===== src/rtl/trap_pkg.sv =====
package trap_pkg;
  localparam int ST_ET      = 0;
  localparam int ST_SUP     = 1;
  localparam int ST_PSUP    = 2;
  localparam int ST_FPU     = 3;
  localparam int ST_COMP    = 4;
  localparam int ST_U64     = 5;
  localparam int ST_S64     = 6;
  localparam int ST_MASK_LO = 8;
  localparam int ST_W       = 32;
  localparam int CAUSE_PEND_LO = 16;

  typedef enum logic [2:0] {
    SEL_STATUS = 3'd0,
    SEL_CAUSE  = 3'd1,
    SEL_EPC    = 3'd2,
    SEL_BAD    = 3'd3,
    SEL_VEC    = 3'd4,
    SEL_CMP    = 3'd5,
    SEL_CNT    = 3'd6
  } regSel_e;

  typedef struct packed {
    logic trapGo;
    logic irqTrap;
    logic excTrap;
    logic retire;
    logic wrOk;
  } ctlStrobe_t;
endpackage


===== src/rtl/trap_control.sv =====
module trap_control
  import trap_pkg::*;
#(
  parameter int PEND_W = 8
) (
  input  logic              clk,
  input  logic              rstN,
  input  logic              instrValid,
  input  logic              excValid,
  input  logic              trapEn,
  input  logic [PEND_W-1:0] mask,
  input  logic [PEND_W-1:0] pend,
  output ctlStrobe_t        st,
  output logic              errMode
);
  logic irqHit;
  logic excHit;
  logic enterErr;

  always_comb begin
    irqHit   = instrValid && !errMode && trapEn && (|(mask & pend));
    excHit   = instrValid && !errMode && excValid && !irqHit;
    enterErr = excHit && !trapEn;
    st.irqTrap = irqHit;
    st.excTrap = excHit && trapEn;
    st.trapGo  = irqHit || (excHit && trapEn);
    st.retire  = instrValid && !errMode && !excValid && !irqHit;
    st.wrOk    = !st.trapGo && !enterErr;
  end

  always_ff @(posedge clk) begin
    if (!rstN) errMode <= 1'b0;
    else if (enterErr) errMode <= 1'b1;
  end
endmodule


===== src/rtl/trap_datapath.sv =====
module trap_datapath
  import trap_pkg::*;
#(
  parameter int XLEN     = 64,
  parameter int PEND_W   = 8,
  parameter int CODE_W   = 5,
  parameter int IRQ_CODE = 16,
  parameter bit HAS_WIDE = 1'b1,
  parameter bit HAS_FPU  = 1'b1,
  parameter bit HAS_COMP = 1'b1
) (
  input  logic              clk,
  input  logic              rstN,
  input  ctlStrobe_t        st,
  input  logic [XLEN-1:0]   curPc,
  input  logic [CODE_W-1:0] excCode,
  input  logic [XLEN-1:0]   excAddr,
  input  logic [PEND_W-2:0] irqLines,
  input  logic              wrEn,
  input  logic [2:0]        wrSel,
  input  logic [XLEN-1:0]   wrData,
  input  logic [2:0]        rdSel,
  output logic [XLEN-1:0]   rdData,
  output logic [XLEN-1:0]   redirPc,
  output logic              trapEn,
  output logic              privSup,
  output logic              wide64,
  output logic [PEND_W-1:0] mask,
  output logic [PEND_W-1:0] pend,
  output logic [XLEN-1:0]   epcQ,
  output logic [XLEN-1:0]   cntQ,
  output logic              timerPend
);
  function automatic logic [ST_W-1:0] legalBits();
    logic [ST_W-1:0] m;
    m = '0;
    m[ST_ET]   = 1'b1;
    m[ST_SUP]  = 1'b1;
    m[ST_PSUP] = 1'b1;
    m[ST_MASK_LO +: PEND_W] = '1;
    if (HAS_FPU)  m[ST_FPU]  = 1'b1;
    if (HAS_COMP) m[ST_COMP] = 1'b1;
    if (HAS_WIDE) begin
      m[ST_U64] = 1'b1;
      m[ST_S64] = 1'b1;
    end
    return m;
  endfunction

  localparam logic [ST_W-1:0] LEGAL    = legalBits();
  localparam logic [ST_W-1:0] RESET_ST = ((ST_W'(1) << ST_SUP) | (ST_W'(1) << ST_S64)) & LEGAL;
  localparam logic [CODE_W-1:0] IRQ_C  = CODE_W'(IRQ_CODE);

  logic [ST_W-1:0]   statusQ;
  logic [ST_W-1:0]   trapStatus;
  logic [CODE_W-1:0] codeQ;
  logic [XLEN-1:0]   badQ;
  logic [XLEN-1:0]   vecQ;
  logic [XLEN-1:0]   cmpQ;
  logic [XLEN-1:0]   causeRd;
  logic              wrHit;

  assign wrHit   = st.wrOk && wrEn;
  assign pend    = {timerPend, irqLines};
  assign mask    = statusQ[ST_MASK_LO +: PEND_W];
  assign trapEn  = statusQ[ST_ET];
  assign privSup = statusQ[ST_SUP];
  assign wide64  = statusQ[ST_SUP] ? statusQ[ST_S64] : statusQ[ST_U64];
  assign redirPc = vecQ;

  always_comb begin
    trapStatus = statusQ;
    trapStatus[ST_ET]   = 1'b0;
    trapStatus[ST_PSUP] = statusQ[ST_SUP];
    trapStatus[ST_SUP]  = 1'b1;
  end

  always_comb begin
    causeRd = '0;
    causeRd[CODE_W-1:0] = codeQ;
    causeRd[CAUSE_PEND_LO +: PEND_W] = pend;
  end

  always_comb begin
    case (rdSel)
      SEL_STATUS: rdData = XLEN'(statusQ);
      SEL_CAUSE:  rdData = causeRd;
      SEL_EPC:    rdData = epcQ;
      SEL_BAD:    rdData = badQ;
      SEL_VEC:    rdData = vecQ;
      SEL_CMP:    rdData = cmpQ;
      SEL_CNT:    rdData = cntQ;
      default:    rdData = '0;
    endcase
  end

  always_ff @(posedge clk) begin
    if (!rstN) begin
      statusQ <= RESET_ST;
      codeQ   <= '0;
      epcQ    <= '0;
      badQ    <= '0;
      vecQ    <= '0;
      cmpQ    <= '0;
    end else begin
      if (st.trapGo) begin
        statusQ <= trapStatus;
        codeQ   <= st.irqTrap ? IRQ_C : excCode;
        epcQ    <= curPc;
        if (st.excTrap) badQ <= excAddr;
      end
      if (wrHit) begin
        case (wrSel)
          SEL_STATUS: statusQ <= wrData[ST_W-1:0] & LEGAL;
          SEL_CAUSE:  codeQ   <= wrData[CODE_W-1:0];
          SEL_EPC:    epcQ    <= wrData;
          SEL_BAD:    badQ    <= wrData;
          SEL_VEC:    vecQ    <= wrData;
          SEL_CMP:    cmpQ    <= wrData;
          default:    ;
        endcase
      end
    end
  end

  always_ff @(posedge clk) begin
    if (!rstN) cntQ <= '0;
    else if (wrHit && wrSel == SEL_CNT) cntQ <= wrData;
    else if (st.retire) cntQ <= cntQ + XLEN'(1);
  end

  always_ff @(posedge clk) begin
    if (!rstN) timerPend <= 1'b0;
    else if (wrHit && wrSel == SEL_CMP) timerPend <= 1'b0;
    else if (wrHit && wrSel == SEL_CAUSE) timerPend <= wrData[CAUSE_PEND_LO + PEND_W - 1];
    else if (st.retire && cntQ == cmpQ) timerPend <= 1'b1;
  end
endmodule


===== src/rtl/trap_unit.sv =====
module trap_unit
  import trap_pkg::*;
#(
  parameter int XLEN     = 64,
  parameter int PEND_W   = 8,
  parameter int CODE_W   = 5,
  parameter int IRQ_CODE = 16,
  parameter bit HAS_WIDE = 1'b1,
  parameter bit HAS_FPU  = 1'b1,
  parameter bit HAS_COMP = 1'b1
) (
  input  logic              clk,
  input  logic              rstN,
  input  logic              instrValid,
  input  logic [XLEN-1:0]   curPc,
  input  logic              excValid,
  input  logic [CODE_W-1:0] excCode,
  input  logic [XLEN-1:0]   excAddr,
  input  logic [PEND_W-2:0] irqLines,
  input  logic              wrEn,
  input  logic [2:0]        wrSel,
  input  logic [XLEN-1:0]   wrData,
  input  logic [2:0]        rdSel,
  output logic [XLEN-1:0]   rdData,
  output logic              redirValid,
  output logic [XLEN-1:0]   redirPc,
  output logic              privSup,
  output logic              wide64,
  output logic              errMode
);
  ctlStrobe_t        st;
  logic              trapEn;
  logic [PEND_W-1:0] mask;
  logic [PEND_W-1:0] pend;
  logic [XLEN-1:0]   epcQ;
  logic [XLEN-1:0]   cntQ;
  logic              timerPend;

  assign redirValid = st.trapGo;

  trap_control #(.PEND_W(PEND_W)) ctl (
    .clk(clk), .rstN(rstN), .instrValid(instrValid), .excValid(excValid),
    .trapEn(trapEn), .mask(mask), .pend(pend), .st(st), .errMode(errMode)
  );

  trap_datapath #(
    .XLEN(XLEN), .PEND_W(PEND_W), .CODE_W(CODE_W), .IRQ_CODE(IRQ_CODE),
    .HAS_WIDE(HAS_WIDE), .HAS_FPU(HAS_FPU), .HAS_COMP(HAS_COMP)
  ) dp (
    .clk(clk), .rstN(rstN), .st(st), .curPc(curPc), .excCode(excCode),
    .excAddr(excAddr), .irqLines(irqLines), .wrEn(wrEn), .wrSel(wrSel),
    .wrData(wrData), .rdSel(rdSel), .rdData(rdData), .redirPc(redirPc),
    .trapEn(trapEn), .privSup(privSup), .wide64(wide64), .mask(mask),
    .pend(pend), .epcQ(epcQ), .cntQ(cntQ), .timerPend(timerPend)
  );
endmodule


===== config.mk =====
export PLATFORM = sky130hd
export DESIGN_NAME = trap_unit
export DESIGN_NICKNAME = d
export VERILOG_FILES = /design/src/rtl/trap_pkg.sv /design/src/rtl/trap_control.sv /design/src/rtl/trap_datapath.sv /design/src/rtl/trap_unit.sv
export SDC_FILE = /design/constraint.sdc
export NUM_CORES = 1
export LEC_CHECK = 0
export BUFFER_PORTS_ARGS = -buffer_cell sky130_fd_sc_hd__buf_2
export CELL_PAD_IN_SITES_DETAIL_PLACEMENT = 1
export CELL_PAD_IN_SITES_GLOBAL_PLACEMENT = 1
export CORE_MARGIN = 4
export CORE_UTILIZATION = 37
export CTS_CLUSTER_DIAMETER = 40
export CTS_CLUSTER_SIZE = 28
export DETAILED_ROUTE_END_ITERATION = 7
export PLACE_DENSITY = 0.73
export SYNTH_ARGS = -nofsm -noshare
export SYNTH_HDL_FRONTEND = slang
export SYNTH_SLANG_ARGS = --single-unit
export TNS_END_PERCENT = 50

===== constraint.sdc =====
create_clock -name clk -period 3 [get_ports clk]
set_clock_uncertainty 0.05 [all_clocks]
set_input_delay 0.15 -clock clk [delete_from_list [all_inputs] [get_ports clk]]
set_output_delay 0.15 -clock clk [all_outputs]
set_load 0.1 [all_outputs]

==> flow_summary_export.csv, run 1 <==
group,metric,value,unit
sta,slew_viol_final,0,
synthesis,ys_types,52,
drt,ant_nets,0,
critical_path,r2r_start,"dp.statusQ[12]",
floorplanning,ios,347,
sta,layout_setup_ws,33.6,ps
finish,drive_above_1_share,20.9,%
synthesis,yosysSeqAreaShare,39.4,%
power,clockPowerShare,51.5,%
floorplanning,fp.dieArea,0.0506,mm2
critical_path,worstReg2RegEnd,"dp.cntQ[63]",
synthesis,synthesis.area,0.0174,mm2
synthesis,synth_top_area_cell,"dfxtp_1",
place,port_buffers,346,
grt,grt_pass1_wl,128000,um
sta,fmax,0.337,GHz
grt,grt_usage,32.1,%
sta,period_share,98.9,%
grt,grt_max_degree,132,
floorplanning,die_h,225,um
synthesis,ys_ff_latch,342,
finish,syn2layout_area_growth,44.4,%
sta,slew_headroom,22.4,%
critical_path,reg2regPathDepth,7,
floorplanning,coreArea,0.0466,mm2
synthesis,synth_ff_type,"dfxtp_1",
cts,root_buffer,"clkbuf_16",
drt,postRouteWirelength,84400,um
job,max_cap_violations,0,
power,p_comb_share,13.6,%
synthesis,synthesis.instances,2229,
synthesis,synthTopCellsByCount,"490 x nand2_1, 342 x dfxtp_1, 215 x a21oi_1",
cts,clk_latency,630,ps
sta,period_minus_slack,2970,ps
critical_path,endpoint,"dp.cntQ[63]",
cts,htreeDepth,2,
drt,initialDrtViolationCount,1591,
finish,fin_util,54.0,%
critical_path,rrSetupSlack,30,ps
floorplanning,fp-row-count,79,
synthesis,yosys_warnings,0,
synthesis,synth_nets,2445,
critical_path,critical_path.startpoint,"dp.statusQ[12]",
sta,finalSetupViolations,0,
grt,antenna_found_initial,6,
critical_path,cpMaxStageDelayCell,"or4_4",
synthesis,synthTopCellsByArea,"dfxtp_1 39%, nand2_1 11%, mux2i_1 7.5%, a21oi_1 6.2%, o21ai_0 4.0%",
critical_path,arrival,3450,ps
cts,cts_tree,"yes",
drt,vias_per_cell,5.87,
power,power.internal,9.80,mW
critical_path,end_kind,"flop",
sta,worst_pin_slew,1160,ps
synthesis,synth_edf_count,0,
floorplanning,initial_core_util,37.4,%
grt,overflow,0,
floorplanning,die_x,225,um
drt,remaining_drc_errors,0,
drt,first_pass_iters,5,
power,power_frac_seq,34.9,%
finish,nets,2952,
critical_path,criticalPathCategory,"reg2reg",
cts,cts.reportedPaths.clkPinSlew,60,ps
run_status,status,"complete, no violations",
synthesis,syn_avg_cell_area,7.80,um2
place,post-place-ws,12.4,ps
grt,grt_pass1_vias,21191,
sta,whs,55.6,ps
cts,cts_buffer_depth,3,
power,p_switching,3.95,mW
synthesis,synth_top_area_share,39.4,%
critical_path,critical_path.max_fanout,3,
sta,rsz0062_at_grt,"true",
sta,tns,0,ps
cts,cts_buffers,61,
synthesis,async_flop_share,0,%
power,peakVddDrop,0.000483,V
cts,post_cts_buffers,0,
power,netSwitchingFraction,28.7,%
place,dp_hpwl,54600,um
synthesis,yosysMostFrequentCell,"nand2_1",
power,power_density,547,mW/mm2
critical_path,crit_required,3480,ps
critical_path,critPathLaunchType,"flop",
place,place_congestion,0.888,
drt,wl_per_cell,24.8,um
critical_path,cp_cell_sequence,"a22o_1 > o41a_1 > or4_4 > buf_4 > or3_1 > or4_1 > a31oi_1",
power,p_leak,9.34,nW
hold_path,min_path_type,"in2reg",
sta,timing.final.hold_violations,0,
critical_path,slowest_delay,590,ps
drt,vias,19972,
cts,cts.sinks,342,
[through the flow]
step	cells	power, mW	instance area, um2
final	3401	13.7	25100
after CTS	3394	13.7	25100
after global routing	3400	14.1	25100
after global placement	3081	6.47	21000
after detailed placement	3081	6.50	21000
after floorplan	2229	5.77	17400
[routing by layer]
layer	vias to the layer above	routed length (um)	part of all wire, %	global-route usage (%)
li1	8971	-	-	-
met1	9953	34300	41	39.9
met2	811	41200	49	55.4
met3	237	5170	6.1	5.10
met4	0	3750	4.4	13.7
met5	-	0	0	0
[worst max-delay path: cells and delay by family, from the launching register on]
family	cells	cell delay, ps
buffers and inverters	1	160
DFF	1	320
AOI/OAI and AO/OA	3	880
and+or+nand+nor	3	1440
[sequential cells by signal (all words and copies together) (netlist names)]
| signal | flops |
|---|---|
| dp.statusQ | 15 |
| dp.cntQ | 64 |
| ctl.errMode | 1 |
| dp.redirPc | 64 |
| dp.badQ | 64 |
| dp.timerPend | 1 |
| dp.codeQ | 5 |
| dp.cmpQ | 64 |
| dp.epcQ | 64 |
[cell type report]
cell class	count	area, um2
well taps	607	759
clock inverters	42	483
fillers	5451	21400
repair buffers	642	5560
inverters	20	80.1
clock buffers	72	1590
multi-input cells	1669	9790
flip-flops and latches	342	6850
diodes	7	17.5
[placed cells by master (no fill, tap or decap), drive strengths merged, types with 72 or more instances in the layout]
master / synthesis / routed
a21oi: 215 / 215
a31oi: 74 / 74
buf: 16 / 443
clkbuf: 182 / 72
dfxtp: 342 / 342
dlygate4sd3: 0 / 199
mux2i: 131 / 131
nand2: 490 / 490
nor2: 115 / 115
o21ai: 139 / 139
[worst min-delay path by stage]
stage	start	end	slack [ps]	cells past startpoint
2_1_floorplan	wrData[6]	dp.statusQ[6]	220	2
3_3_place_gp	curPc[38]	dp.epcQ[38]	370	3
3_5_place_dp	curPc[34]	dp.epcQ[34]	370	3
4_1_cts	wrSel[1]	dp.timerPend	10	4
5_1_grt	wrSel[1]	dp.timerPend	70	4
6_report	rstN	dp.redirPc[28]	60	3
[kinds of logic after synthesis]
family | synth area share (%)
xor gates and xnor gates | 6.04
and+or+nand+nor | 19.0
DFF | 39.4
AOI/OAI and AO/OA | 22.2
adders and majority gates | 0.0719
buffers and inverters | 4.73
muxes | 8.64
[repair_timing]
action,in CTS,in global routing
gates resized for setup,4,0
hold buffers,199,0
setup endpoints to repair,3,2
endpoints found under the hold margin,341,0
[power groups by stage]
stage	logic (mW)	registers [mW]	clock network [mW]
global placement	1.59	4.88	0
floorplan	0.798	4.97	0
CTS	1.84	4.79	7.12
detailed placement	1.62	4.88	0
finish	1.88	4.79	7.08
global route	1.97	4.81	7.33
Power figures use the tool's default switching activity.
==> run 2: changes to the inputs <==
--- a/config.mk
+++ b/config.mk
@@ -13,7 +13,7 @@
 export CTS_CLUSTER_DIAMETER = 40
 export CTS_CLUSTER_SIZE = 28
 export DETAILED_ROUTE_END_ITERATION = 7
-export PLACE_DENSITY = 0.73
+export PLACE_DENSITY = 0.8
 export SYNTH_ARGS = -nofsm -noshare
 export SYNTH_HDL_FRONTEND = slang
 export SYNTH_SLANG_ARGS = --single-unit
==> constraint.sdc (replaced) <==
create_clock -name clk -period 3 [get_ports clk]
set_clock_uncertainty 0.05 [all_clocks]
set_input_delay 0.15 -clock clk [delete_from_list [all_inputs] [get_ports clk]]
set_output_delay 0.15 -clock clk [all_outputs]
set_load 0.02 [all_outputs]
==> run 2 against run 1 <==
Worst setup slack lost 7.8 ps. Die area is the same. Combinational power shrank 19%. Utilization decreased by 1.2 points. Largest power group unchanged. Sequential cell count did not move. Hold slack got worse by 12 ps. Global-route usage increased by 1.2 points. Largest cell class unchanged.
==> flow_summary_export.csv, run 2 (synthesis gave the netlist of run 1 again) <==
group,metric,value,unit
place,dp.cells,3100,
floorplanning,coreArea,0.0466,mm2
finish,syn2layout_area_growth,41.1,%
cts,clk_latency,630,ps
grt,grt_pass1_vias,21915,
cts,cts.reportedPaths.clkPinSlew,60,ps
sta,rsz0062_at_grt,"true",
drt,wl_met2,43000,um
sta,finalSetupViolations,0,
drt,postRouteWirelength,88900,um
cts,cts_buffer_depth,3,
floorplanning,die_h,225,um
finish,layout_commonest_cell,"nand2_1",
floorplanning,fp.dieArea,0.0506,mm2
job,max_cap_violations,0,
floorplanning,initial_core_util,37.4,%
critical_path,criticalPathCategory,"reg2out",
drt,initialDrtViolationCount,1838,
place,dp_hpwl,56000,um
grt,antenna_found_initial,4,
drt,wl_per_cell,25.9,um
run_status,status,"complete, no violations",
drt,vias,20622,
grt,grt_pass1_wl,133000,um
critical_path,crit_required,2800,ps
power,peakVddDrop,0.000421,V
drt,remaining_drc_errors,0,
grt,overflow,0,
finish,drive_above_1_share,22.1,%
finish,nets,2978,
critical_path,critical_path.max_fanout,52,
sta,period_minus_slack,2970,ps
sta,timing.final.hold_violations,0,
sta,slew_viol_final,0,
sta,tns,0,ps
finish,layout.cells.most_common_list,"488 x nand2_1, 344 x buf_2, 341 x dfxtp_1, 215 x a21oi_1, 199 x dlygate4sd3_1",
grt,grt_max_degree,132,
floorplanning,fp-row-count,79,
cts,htreeDepth,2,
sta,layout_setup_ws,25.8,ps
drt,ant_nets,0,
sta,fmax,0.336,GHz
power,power_density,547,mW/mm2
critical_path,arrival,2770,ps
place,place_congestion,0.891,
grt,grt_usage,33.3,%
finish,nFillCells,5502,
sta,slew_headroom,30.6,%
cts,cts.sinks,342,
floorplanning,ios,347,
sta,worst_pin_slew,1040,ps
drt,routedLengthMet1,35900,um
drt,vias_per_cell,6.02,
drt,wl_met3,6050,um
critical_path,critPathLaunchType,"flop",
power,p_leak,9.36,nW
hold_path,min_path_type,"in2reg",
finish,finalNonFillerCells,3425,
finish,fin_util,52.7,%
place,post-place-ws,-56.6,ps
critical_path,end_kind,"primary output",
sta,period_share,99.1,%
cts,root_buffer,"clkbuf_16",
cts,cts_buffers,61,
place,port_buffers,346,
drt,first_pass_iters,7,
cts,cts_tree,"yes",
floorplanning,die_x,225,um
drt,top_layer_used,"met5",
-- run 2: cell count changes in the layout (fill, tap and decap cells not counted), sizes merged --
cell and delta:
diode -3, buf +25, clkinvlp +2, clkbuf +2, inv +4, clkinv -3
bufinv -3
-- run 2: timing repair --
item,CTS,global route
endpoints found under the hold margin,340,0
cloned,0,1
setup endpoints to repair,58,78
buffers inserted,3,4
pin swaps,7,8
resized for setup,9,14
hold buffers,199,0
-- run 2: cell type report --
class | count | area, um2 | share of cell area [%]
clock inverters | 42 | 424 | 1.73
clock buffers | 73 | 1660 | 6.78
inverters | 20 | 80.1 | 0.326
flip-flops and latches | 342 | 6850 | 27.9
well taps | 607 | 759 | 3.09
repair buffers | 668 | 4940 | 20.1
multi-input cells | 1669 | 9830 | 40.0
diodes | 4 | 10.0 | 0.0408
-- run 2: stage by stage --
step                area (um2)  hold slack (ps)  power, mW
floorplan                17400              224       5.47
global placement         20300              364       6.08
detailed placement       20300              372       6.12
CTS                      24500             32.1       13.4
global route             24600             49.7       13.8
finish                   24600             43.9       13.4
-- run 2: report_power, final --
part           internal (mW)  switching [mW]  total, mW
Sequential              4.68           0.117       4.79
Clock                   4.37            2.75       7.12
Combinational          0.617           0.903       1.52
Total                   9.66            3.77       13.4
-- run 2: final timing paths --
check                 start        endpoint  slack [ps]  cells after the start
max            dp.timerPend      redirValid          30                      7
min                wrSel[0]     dp.cntQ[56]          40                      3
max reg2reg    dp.timerPend     dp.epcQ[12]          60                      9
min reg2reg  dp.statusQ[14]  dp.statusQ[14]         420                      2
-- run 2: critical path: stages, from the launching register on --
cell     delay [ps]
dfxtp_1         320
a22o_1          250
buf_4           150
or4_4           560
o21ai_4         210
inv_2           100
buf_6           240
buf_2           250
-- run 2: layer usage --
layer	track usage, %	up-vias
met5	0	-
met4	14.4	2
met3	5.29	267
met2	57.0	1021
met1	41.6	10299
li1	-	9033
==> run 3: changes to the inputs <==
--- a/config.mk
+++ b/config.mk
@@ -5,15 +5,16 @@
 export SDC_FILE = /design/constraint.sdc
 export NUM_CORES = 1
 export LEC_CHECK = 0
-export BUFFER_PORTS_ARGS = -buffer_cell sky130_fd_sc_hd__buf_2
 export CELL_PAD_IN_SITES_DETAIL_PLACEMENT = 1
 export CELL_PAD_IN_SITES_GLOBAL_PLACEMENT = 1
 export CORE_MARGIN = 4
-export CORE_UTILIZATION = 37
+export CORE_UTILIZATION = 42
 export CTS_CLUSTER_DIAMETER = 40
 export CTS_CLUSTER_SIZE = 28
 export DETAILED_ROUTE_END_ITERATION = 7
-export PLACE_DENSITY = 0.8
+export DONT_BUFFER_PORTS = 1
+export PLACE_DENSITY = 0.79
+export REMOVE_ABC_BUFFERS = 1
 export SYNTH_ARGS = -nofsm -noshare
 export SYNTH_HDL_FRONTEND = slang
 export SYNTH_SLANG_ARGS = --single-unit
==> run 3 against run 2 <==
Maximum frequency fell by 0.35%. Global-route usage rose by 3.0 points. Sequential share of layout area grew 2.2 points. Final area shrank 7.4%. Final cell count decreased by 12%. Die area fell by 11%. Sequential cell count did not move. Combinational power is 18% lower. Register-to-register slack worse by 40 ps. Critical path depth did not move.
==> flow_summary_export.csv, run 3 (synthesis gave the netlist of run 1 again) <==
group,metric,value,unit
drt,wl_per_cell,28.6,um
finish,syn2layout_area_growth,30.7,%
finish,drive_above_1_share,10.5,%
finish,finalNonFillerCells,3003,
critical_path,worstReg2RegEnd,"dp.cntQ[57]",
critical_path,rrSetupSlack,20,ps
critical_path,crit_required,3430,ps
place,port_buffers,0,
critical_path,arrival,3410,ps
grt,grt_pass1_vias,20539,
floorplanning,fp-row-count,74,
critical_path,criticalPathCategory,"reg2reg",
finish,nets,2635,
cts,htreeDepth,2,
finish,layout_commonest_cell,"nand2_1",
cts,clk_latency,610,ps
critical_path,cpMaxStageDelayCell,"or4_1",
sta,period_minus_slack,2980,ps
floorplanning,ios,347,
grt,grt_pass1_wl,127000,um
floorplanning,coreArea,0.0409,mm2
cts,root_buffer,"clkbuf_16",
cts,cts_buffer_depth,3,
critical_path,slowest_delay,790,ps
drt,postRouteWirelength,85900,um
floorplanning,die_x,212,um
power,p_leak,7.81,nW
floorplanning,die_h,212,um
finish,nFillCells,4778,
cts,cts.reportedPaths.clkPinSlew,60,ps
floorplanning,initial_core_util,42.5,%
critical_path,reg2regPathDepth,7,
critical_path,critical_path.max_fanout,6,
critical_path,cp_cell_sequence,"a22o_1 > o41a_1 > buf_4 > or4_1 > nor4_2 > xnor2_1 > a21oi_1",
hold_path,min_path_type,"in2reg",
finish,multi_input_comb_area,0.00982,mm2
drt,first_pass_iters,5,
critical_path,critPathLaunchType,"flop",
drt,initialDrtViolationCount,1986,
cts,cts_tree,"yes",
drt,vias,19538,
place,dp.cells,2674,
finish,seq_area,0.00685,mm2
hold_path,min_to,"dp.redirPc[60]",
power,total_power,13.3,mW
grt,grt_max_degree,133,
hold_path,hp-start,"wrSel[0]",
place,dp_hpwl,50800,um
power,power_density,585,mW/mm2
sta,fmax,0.335,GHz
critical_path,worstPathBufferInverterCount,1,
drt,remaining_drc_errors,0,
sta,worst_pin_slew,833,ps
cts,cts_buffers,61,
sta,timing.final.hold_violations,0,
cts,cts.sinks,342,
job,max_cap_violations,0,
drt,ant_nets,0,
sta,slew_headroom,44.2,%
hold_path,min_delay_path_depth,5,
grt,antenna_found_initial,6,
floorplanning,fp.dieArea,0.0447,mm2
sta,whs,28.0,ps
finish,layout.cells.most_common_list,"488 x nand2_1, 342 x dfxtp_1, 215 x a21oi_1, 206 x dlygate4sd3_1, 135 x o21ai_0",
critical_path,critical_path.top_delay_family,"simple AND/OR/NAND/NOR gates",
power,peakVddDrop,0.000370,V
grt,overflow,0,
place,place_congestion,0.926,
sta,tns,0,ps
grt,grt_usage,36.3,%
sta,finalSetupViolations,0,
critical_path,end_kind,"flop",
finish,fin_util,55.6,%
run_status,status,"complete, no violations",
sta,period_share,99.5,%
sta,slew_viol_final,0,
drt,vias_per_cell,6.51,
critical_path,r2r_start,"dp.statusQ[12]",
[run 3: cell count changes in the layout (fill, tap and decap cells not counted), moves of 3 or more]
cell | before | now
dlygate4sd3_1 | 199 | 206
inv_8 | 4 | 0
clkbuf_8 | 5 | 8
or4_1 | 0 | 4
buf_6 | 6 | 3
buf_12 | 20 | 10
buf_2 | 344 | 0
bufinv_16 | 4 | 9
or4_4 | 7 | 3
inv_6 | 12 | 4
clkbuf_1 | 5 | 9
[run 3: timing repair]
item | 4_1_cts | 5_1_grt
gates resized for setup | 1 | 14
setup buffers | 0 | 3
pin swaps | 0 | 2
hold endpoints to repair | 342 | 1
setup endpoints to repair | 11 | 207
hold buffers | 206 | 1
cloned | 1 | 3
[run 3: how the worst max path moves through the flow]
stage	slack (ps)	end	cells past startpoint	start
after floorplan	-7170	dp.badQ[39]	5	dp.statusQ[12]
after global placement	70	dp.cntQ[57]	7	dp.statusQ[12]
after detailed placement	6	dp.epcQ[61]	8	dp.statusQ[12]
after CTS	-20	dp.cntQ[51]	8	dp.statusQ[12]
after global routing	-8	dp.epcQ[42]	8	dp.statusQ[12]
final	20	dp.cntQ[57]	7	dp.statusQ[12]
[run 3: metrics by stage]
stage / setup slack [ps] / cell area, um2
after floorplan: -7170 / 16600
final: 15.4 / 22700
after CTS: -18.3 / 22600
after global routing: -7.60 / 22700
after global placement: 71.4 / 18400
after detailed placement: 6.40 / 18400
[run 3: report_power, final]
part / leakage [nW] / switching (mW) / internal [mW] / total [mW]
registers: 2.77 / 0.143 / 4.68 / 4.82
clock network: 1.01 / 2.55 / 4.69 / 7.24
logic: 4.03 / 0.752 / 0.488 / 1.24
[run 3: routing by layer]
| layer | up-vias | routed length [um] | share of wire (%) | GRT usage, % |
|---|---|---|---|---|
| met3 | 338 | 6910 | 8.1 | 6.95 |
| met2 | 1101 | 40000 | 47 | 59.2 |
| met5 | - | 21 | 0.024 | 0 |
| met1 | 9738 | 34200 | 40 | 45.8 |
| met4 | 4 | 4730 | 5.5 | 18.7 |
| li1 | 8357 | - | - | - |
[run 3: area by class of cell]
cell class,instances,area share [%]
Antenna cell,5,0.0550
Clock inverter,32,1.93
Timing Repair Buffer,325,14.1
Multi-Input combinational cell,1669,43.2
Tap cell,532,2.93
Inverter,20,0.358
Clock buffer,78,7.34
Sequential cell,342,30.1
[run 3: tightest hold or removal path: cells and delay by family]
family	cells	cell delay, ps
compound gates	1	50
buf+inv	2	300
simple gates	2	110
